--- src/rtl/rt_pkg.sv ---
package rt_pkg;

  typedef enum logic [2:0] {
    ST_IDLE,
    ST_WRITE,
    ST_READ,
    ST_DRAIN,
    ST_HANG,
    ST_DONE
  } rtState_e;

  // strobes from control to datapath
  typedef struct packed {
    logic clrAll;     // new run: clear address, bank, pass and fail record
    logic clrAddr;    // wrap address to zero at end of a phase
    logic incAddr;    // step to next location
    logic doWrite;    // drive a write this cycle
    logic doRead;     // drive a read this cycle
    logic nextPass;   // move to complement pass
    logic nextBank;   // move to bank 1, first pass
    logic enterHang;  // latch failure and park on failed address
  } rtStrobe_t;

endpackage

--- src/rtl/rt_ctrl.sv ---
module rt_ctrl
  import rt_pkg::*;
(
  input  logic      clk,
  input  logic      rstN,
  input  logic      start,
  input  logic      addrLast,
  input  logic      lastBank,
  input  logic      secondPass,
  input  logic      mismatch,
  output rtStrobe_t strb,
  output logic      done,
  output logic      pass
);

  rtState_e stateQ, stateD;

  always_ff @(posedge clk) begin
    if (!rstN) stateQ <= ST_IDLE;
    else       stateQ <= stateD;
  end

  always_comb begin
    stateD = stateQ;
    strb   = '0;
    unique case (stateQ)
      ST_IDLE, ST_DONE: begin
        if (start) begin
          strb.clrAll = 1'b1;
          stateD      = ST_WRITE;
        end
      end
      ST_WRITE: begin
        strb.doWrite = 1'b1;
        if (addrLast) begin
          strb.clrAddr = 1'b1;
          stateD       = ST_READ;
        end else begin
          strb.incAddr = 1'b1;
        end
      end
      ST_READ: begin
        strb.doRead = 1'b1;
        if (mismatch) begin
          strb.enterHang = 1'b1;
          stateD         = ST_HANG;
        end else if (addrLast) begin
          strb.clrAddr = 1'b1;
          stateD       = ST_DRAIN;
        end else begin
          strb.incAddr = 1'b1;
        end
      end
      ST_DRAIN: begin
        if (mismatch) begin
          strb.enterHang = 1'b1;
          stateD         = ST_HANG;
        end else if (!secondPass) begin
          strb.nextPass = 1'b1;
          stateD        = ST_WRITE;
        end else if (!lastBank) begin
          strb.nextBank = 1'b1;
          stateD        = ST_WRITE;
        end else begin
          stateD = ST_DONE;
        end
      end
      ST_HANG: begin
        strb.doRead = 1'b1;
      end
      default: stateD = ST_IDLE;
    endcase
  end

  assign done = (stateQ == ST_DONE) || (stateQ == ST_HANG);
  assign pass = (stateQ == ST_DONE);


  busy_start_chk: assert property (@(posedge clk) disable iff (!rstN)
    ((stateQ == ST_WRITE || stateQ == ST_READ) && start) |=> (stateQ != ST_IDLE && stateQ != ST_DONE));


  hang_sticky_chk: assert property (@(posedge clk) disable iff (!rstN)
    (stateQ == ST_HANG) |=> (stateQ == ST_HANG));

endmodule

--- src/rtl/rt_datapath.sv ---
module rt_datapath
  import rt_pkg::*;
#(
  parameter int BANK0_AW = 6,
  parameter int BANK1_AW = 5,
  parameter int DW       = 8,
  localparam int AW      = (BANK0_AW > BANK1_AW) ? BANK0_AW : BANK1_AW
) (
  input  logic          clk,
  input  logic          rstN,
  input  rtStrobe_t     strb,
  output logic          addrLast,
  output logic          lastBank,
  output logic          secondPass,
  output logic          mismatch,
  output logic          memBank,
  output logic [AW-1:0] memAddr,
  output logic          memRe,
  output logic          memWe,
  output logic [DW-1:0] memWdata,
  input  logic [DW-1:0] memRdata,
  output logic [1:0]    failCode,
  output logic [AW-1:0] failAddr,
  output logic [DW-1:0] failExp,
  output logic [DW-1:0] failGot
);

  localparam logic [AW-1:0] LAST0 = AW'((64'd1 << BANK0_AW) - 64'd1);
  localparam logic [AW-1:0] LAST1 = AW'((64'd1 << BANK1_AW) - 64'd1);

  logic [AW-1:0] addrQ, addrPipeQ;
  logic          bankQ, secondQ, rdValidQ;
  logic [DW-1:0] pattern, expQ;
  logic [1:0]    failCodeQ;
  logic [AW-1:0] failAddrQ;
  logic [DW-1:0] failExpQ, failGotQ;

  // address-derived pattern, inverted on the second pass
  assign pattern = secondQ ? ~DW'(addrQ) : DW'(addrQ);

  always_ff @(posedge clk) begin
    if (!rstN) begin
      addrQ   <= '0;
      bankQ   <= 1'b0;
      secondQ <= 1'b0;
    end else begin
      if (strb.clrAll || strb.clrAddr) addrQ <= '0;
      else if (strb.enterHang)         addrQ <= addrPipeQ;
      else if (strb.incAddr)           addrQ <= addrQ + 1'b1;

      if (strb.clrAll)        bankQ <= 1'b0;
      else if (strb.nextBank) bankQ <= 1'b1;

      if (strb.clrAll || strb.nextBank) secondQ <= 1'b0;
      else if (strb.nextPass)           secondQ <= 1'b1;
    end
  end

  // one-cycle read latency: carry expected value alongside the read
  always_ff @(posedge clk) begin
    if (!rstN) begin
      rdValidQ  <= 1'b0;
      expQ      <= '0;
      addrPipeQ <= '0;
    end else begin
      rdValidQ  <= strb.doRead;
      expQ      <= pattern;
      addrPipeQ <= addrQ;
    end
  end

  assign mismatch = rdValidQ && (memRdata != expQ);

  always_ff @(posedge clk) begin
    if (!rstN || strb.clrAll) begin
      failCodeQ <= 2'b00;
      failAddrQ <= '0;
      failExpQ  <= '0;
      failGotQ  <= '0;
    end else if (strb.enterHang) begin
      failCodeQ <= bankQ ? 2'b10 : 2'b01;
      failAddrQ <= addrPipeQ;
      failExpQ  <= expQ;
      failGotQ  <= memRdata;
    end
  end

  assign addrLast   = (addrQ == (bankQ ? LAST1 : LAST0));
  assign lastBank   = bankQ;
  assign secondPass = secondQ;

  assign memBank  = bankQ;
  assign memAddr  = addrQ;
  assign memRe    = strb.doRead;
  assign memWe    = strb.doWrite;
  assign memWdata = pattern;

  assign failCode = failCodeQ;
  assign failAddr = failAddrQ;
  assign failExp  = failExpQ;
  assign failGot  = failGotQ;


  bank_order_chk: assert property (@(posedge clk) disable iff (!rstN)
    (bankQ && !strb.clrAll) |=> bankQ);


  write_step_chk: assert property (@(posedge clk) disable iff (!rstN)
    (memWe && $past(memWe)) |-> (addrQ == $past(addrQ) + 1'b1));


  fail_code_chk: assert property (@(posedge clk) disable iff (!rstN)
    $onehot0(failCodeQ));


  fail_latch_chk: assert property (@(posedge clk) disable iff (!rstN)
    (failCodeQ != 2'b00) |=> ($stable(failAddrQ) && $stable(failExpQ) && $stable(failGotQ)));


  hang_read_chk: assert property (@(posedge clk) disable iff (!rstN)
    (failCodeQ != 2'b00) |=> (memRe && !memWe && $stable(memAddr) && $stable(memBank)));

endmodule

--- src/rtl/dual_bank_ram_tester.sv ---
module dual_bank_ram_tester
  import rt_pkg::*;
#(
  parameter int BANK0_AW = 6,
  parameter int BANK1_AW = 5,
  parameter int DW       = 8,
  localparam int AW      = (BANK0_AW > BANK1_AW) ? BANK0_AW : BANK1_AW
) (
  input  logic          clk,
  input  logic          rstN,
  input  logic          start,
  output logic          done,
  output logic          pass,
  output logic          memBank,
  output logic [AW-1:0] memAddr,
  output logic          memRe,
  output logic          memWe,
  output logic [DW-1:0] memWdata,
  input  logic [DW-1:0] memRdata,
  output logic [1:0]    failCode,
  output logic [AW-1:0] failAddr,
  output logic [DW-1:0] failExp,
  output logic [DW-1:0] failGot
);

  rtStrobe_t strb;
  logic      addrLast, lastBank, secondPass, mismatch;

  rt_ctrl u_ctrl (
    .clk        (clk),
    .rstN       (rstN),
    .start      (start),
    .addrLast   (addrLast),
    .lastBank   (lastBank),
    .secondPass (secondPass),
    .mismatch   (mismatch),
    .strb       (strb),
    .done       (done),
    .pass       (pass)
  );

  rt_datapath #(
    .BANK0_AW (BANK0_AW),
    .BANK1_AW (BANK1_AW),
    .DW       (DW)
  ) u_dp (
    .clk        (clk),
    .rstN       (rstN),
    .strb       (strb),
    .addrLast   (addrLast),
    .lastBank   (lastBank),
    .secondPass (secondPass),
    .mismatch   (mismatch),
    .memBank    (memBank),
    .memAddr    (memAddr),
    .memRe      (memRe),
    .memWe      (memWe),
    .memWdata   (memWdata),
    .memRdata   (memRdata),
    .failCode   (failCode),
    .failAddr   (failAddr),
    .failExp    (failExp),
    .failGot    (failGot)
  );


  pass_clean_chk: assert property (@(posedge clk) disable iff (!rstN)
    pass |-> (done && failCode == 2'b00));


  idle_quiet_chk: assert property (@(posedge clk) disable iff (!rstN)
    (!done && !memWe && !memRe && $past(!rstN)) |-> (failCode == 2'b00));

endmodule

--- config.mk ---
export PLATFORM = sky130hd
export DESIGN_NAME = dual_bank_ram_tester
export DESIGN_NICKNAME = d
export VERILOG_FILES = /design/src/rtl/rt_pkg.sv /design/src/rtl/rt_ctrl.sv /design/src/rtl/rt_datapath.sv /design/src/rtl/dual_bank_ram_tester.sv
export SDC_FILE = /design/constraint.sdc
export NUM_CORES = 1
export LEC_CHECK = 0
export ABC_AREA = 1
export BUFFER_PORTS_ARGS = -buffer_cell sky130_fd_sc_hd__buf_2
export CAP_MARGIN = 20
export CORE_MARGIN = 4
export CORE_UTILIZATION = 40
export DETAILED_ROUTE_END_ITERATION = 10
export GPL_TIMING_DRIVEN = 0
export HOLD_SLACK_MARGIN = 0.1
export MAX_ROUTING_LAYER = met4
export PLACE_DENSITY = 0.76
export SYNTH_ARGS = -nofsm -noshare
export SYNTH_HDL_FRONTEND = slang
export SYNTH_SLANG_ARGS = --single-unit
--- constraint.sdc ---
create_clock -name clk -period 1.4 [get_ports clk]
set_clock_uncertainty 0.2 [all_clocks]
set_input_delay 0.07 -clock clk [delete_from_list [all_inputs] [get_ports clk]]
set_output_delay 0.07 -clock clk [all_outputs]
set_load 0.005 [all_outputs]
==> results.json <==
{
  "place_congestion": 0.795,
  "yosysSeqAreaShare_pct": 45.5,
  "yosysMostFrequentCell": "nand2_1",
  "finish.utilization_pct": 60.9,
  "fillers": 455,
  "netlist_area_mm2": 0.00211,
  "diodes": 0,
  "boundaryPins": 54,
  "globalRouteTotalUtil_pct": 19.3,
  "power_density_mw_per_mm2": 899,
  "synth_cell_type_count": 26,
  "path_buf_inv": 1,
  "cp_slowest_stage_delay_ns": 0.37,
  "wl_per_cell_um": 13.6,
  "p_leak_nw": 1.46,
  "grt_pass1_vias": 2068,
  "synthCells": 290,
  "timing.hold.ws_ns": -0.120,
  "synthTopCellsByCount": "90 x nand2_1, 48 x dfxtp_1, 41 x a21oi_1, 28 x inv_1, 14 x nor2_1",
  "combinationalPowerShare_pct": 12.9,
  "grt_start_max_net_pins": 17,
  "placed_area_mm2": 0.00249,
  "final_area_mm2": 0.00311,
  "dp_cells": 412,
  "crit_path_end_kind": "register",
  "outcome": "finished with violations",
  "start_kind": "register",
  "path_class": "register to register",
  "min_period_ns": 1.69,
  "slew_headroom_pct": 77.0,
  "drv_cap": 0,
  "drc_errors": 0,
  "critPathMostFrequentCell": "nand2_1",
  "worst_pin_slew_ns": 0.343,
  "clock_sinks": 48,
  "start_util_pct": 41.3,
  "antenna_found_initial": 0,
  "slew_viol_final": 0,
  "clk_pin_slew_ns": 0.10,
  "cpMaxStageDelayCell": "dfxtp_2",
  "area_delta_synth_final_pct": 47.4,
  "fin_nets": 392,
  "timing.final.crit_share_pct": 120,
  "clock-root-buffer": "clkbuf_8",
  "cts_buffers": 5,
  "setup_viol": 41,
  "core_area_mm2": 0.00511,
  "vias": 2197,
  "gr-total-overflow": 0,
  "worstHoldPathType": "primary input to register",
  "hpwl_um": 3720,
  "die_w_um": 80.6,
  "firstDrtPassIters": 4,
  "dieArea_mm2": 0.00650,
  "hold_violations": 3,
  "yosys.area.top_type_share_pct": 45.5,
  "layout.cells.non_filler": 451,
  "clock_latency_ns": 0.31,
  "port_buffers": 52,
  "synth.area.top_cells": "dfxtp_1 46%, nand2_1 16%, a21oi_1 9.7%",
  "async_flop_share_pct": 0,
  "clock.fmax_ghz": 0.593,
  "htree_levels": 2,
  "synth.ff_latch_count": 48,
  "synth_flop_cell": "dfxtp_1",
  "grt_first_pass_wirelength_um": 9420,
  "peakVddDrop_mv": 0.407,
  "violations": "negative hold slack, negative setup slack",
  "crit_fanout": 3,
  "synth_edf_count": 0,
  "total_power_mw": 2.79,
  "p_sw_mw": 0.721,
  "cts_tree": "yes",
  "path_cells": "xnor2_2 > nand2_1 > nor2_1 > nand2_2 > buf_4 > a21oi_1 > nand2_1 > a21oi_2",
  "finalWorstSetupSlack_ns": -0.287,
  "power.share.clock_pct": 36.9,
  "synth.net_count": 302,
  "drive_gt1_share_pct": 41.5,
  "yosys.area.top_type": "dfxtp_1",
  "drtIter0Drc": 113,
  "drtAntennaViolNets": 0,
  "intPower_mw": 2.07,
  "wl_um": 6120,
  "required_ns": 1.46,
  "p_seq_share_pct": 50.1,
  "avgSynthCellArea_um2": 7.28,
  "place_ws_ns": -0.279,
  "cts_max_path_buffers": 2,
  "vias_per_cell": 4.87,
  "swShare_pct": 25.8,
  "crit_arrival_ns": 1.75,
  "rsz0062_at_grt": "yes",
  "cp_top_family": "simple AND/OR/NAND/NOR gates",
  "die_h_um": 80.6,
  "synth_warnings": 0,
  "num_rows": 26
}
## metal layers
metal | global-route usage (%) | part of all wire, %
met4 | 4.39 | 1.5
met3 | 4.93 | 7.5
met1 | 23.2 | 43
met5 | - | 0
met2 | 32.5 | 49
## power by group through the flow
stage	logic, mW	clock network, mW	registers, mW
2_1_floorplan	0.166	0	1.43
3_3_place_gp	0.233	0	1.43
3_5_place_dp	0.239	0	1.43
4_1_cts	0.319	1.04	1.40
5_1_grt	0.393	1.10	1.41
6_report	0.362	1.03	1.40
## area by class of cell
class                      instances  area [µm²]  area share (%)
multi-input combinational        196        1100            35.3
sequential                        48         988            31.8
timing repair buffer              83         577            18.5
inverter                          34         138            4.42
buffer                            12         106            3.42
tap                               70        87.6            2.82
clock buffer                       5        68.8            2.21
clock inverter                     3        47.5            1.53
## logic make-up after synthesis
group / after synthesis / share of synthesized area [%]
AOI/OAI and AO/OA: 55 / 13.6
DFF: 48 / 45.5
buffers and inverters: 47 / 10.4
xor gates and xnor gates: 7 / 2.90
and+or+nand+nor: 132 / 27.0
adders and majority gates: 1 / 0.593
## path summary, 6_finish.rpt
check,startpoint,to,slack (ns),cells after the start
worst max-delay path,u_dp.expQ[4]$_SDFF_PN0_,u_dp.lastBank$_SDFFE_PP0P_,-0.29,8
worst min-delay path,rstN,u_dp.expQ[6]$_SDFF_PN0_,-0.12,3
worst max register to register,u_dp.expQ[4]$_SDFF_PN0_,u_dp.lastBank$_SDFFE_PP0P_,-0.29,8
worst min register to register,u_dp.expQ[0]$_SDFF_PN0_,u_dp.failExp[0]$_SDFFE_PP0P_,0.26,2
## worst min-delay path, cell delays in order
cell	delay, ns
buf_2	0.18
nand2_1	0.09
inv_1	0.03
## flip-flops by register name, summed over array words and instances (netlist names)
name             count
u_ctrl.stateQ        3
u_dp.addrPipeQ       6
u_dp.expQ            7
u_dp.failAddr        6
u_dp.failCode        2
u_dp.failExp         7
u_dp.failGot         8
u_dp.lastBank        1
u_dp.memAddr         6
u_dp.rdValidQ        1
u_dp.secondPass      1
## metrics by stage
stage | setup TNS [ns] | hold slack (ns)
finish | -7.20 | -0.120
global route | -12.45 | -0.118
CTS | -6.94 | -0.121
floorplan | -0.874 | 0.0119
global placement | -7.62 | 0.145
detailed placement | -8.16 | 0.152
## what timing repair did
action | 4_1_cts | 5_1_grt
endpoints found under the hold margin | 42 | 8
hold buffers | 13 | 2
gates resized for setup | 43 | 34
cloned | 2 | 0
setup buffers | 10 | 5
endpoints found under the setup margin | 46 | 45
pin swaps | 10 | 11
## placed cells by master, fill, tap and decap left out, drive strengths merged
cell and n:
buf 80, o31ai 1, bufinv 1, nor2 16
xnor2 4, clkinv 3, dfxtp 48, nand2 99
inv 33, xor2 3, or2 5, clkbuf 5
nor3 1, ha 1, o21ai 10, nand3 12
dlymetal6s4s 1, a31oi 1, dlygate4sd3 14, a21oi 43
Power figures use the tool's default switching activity.
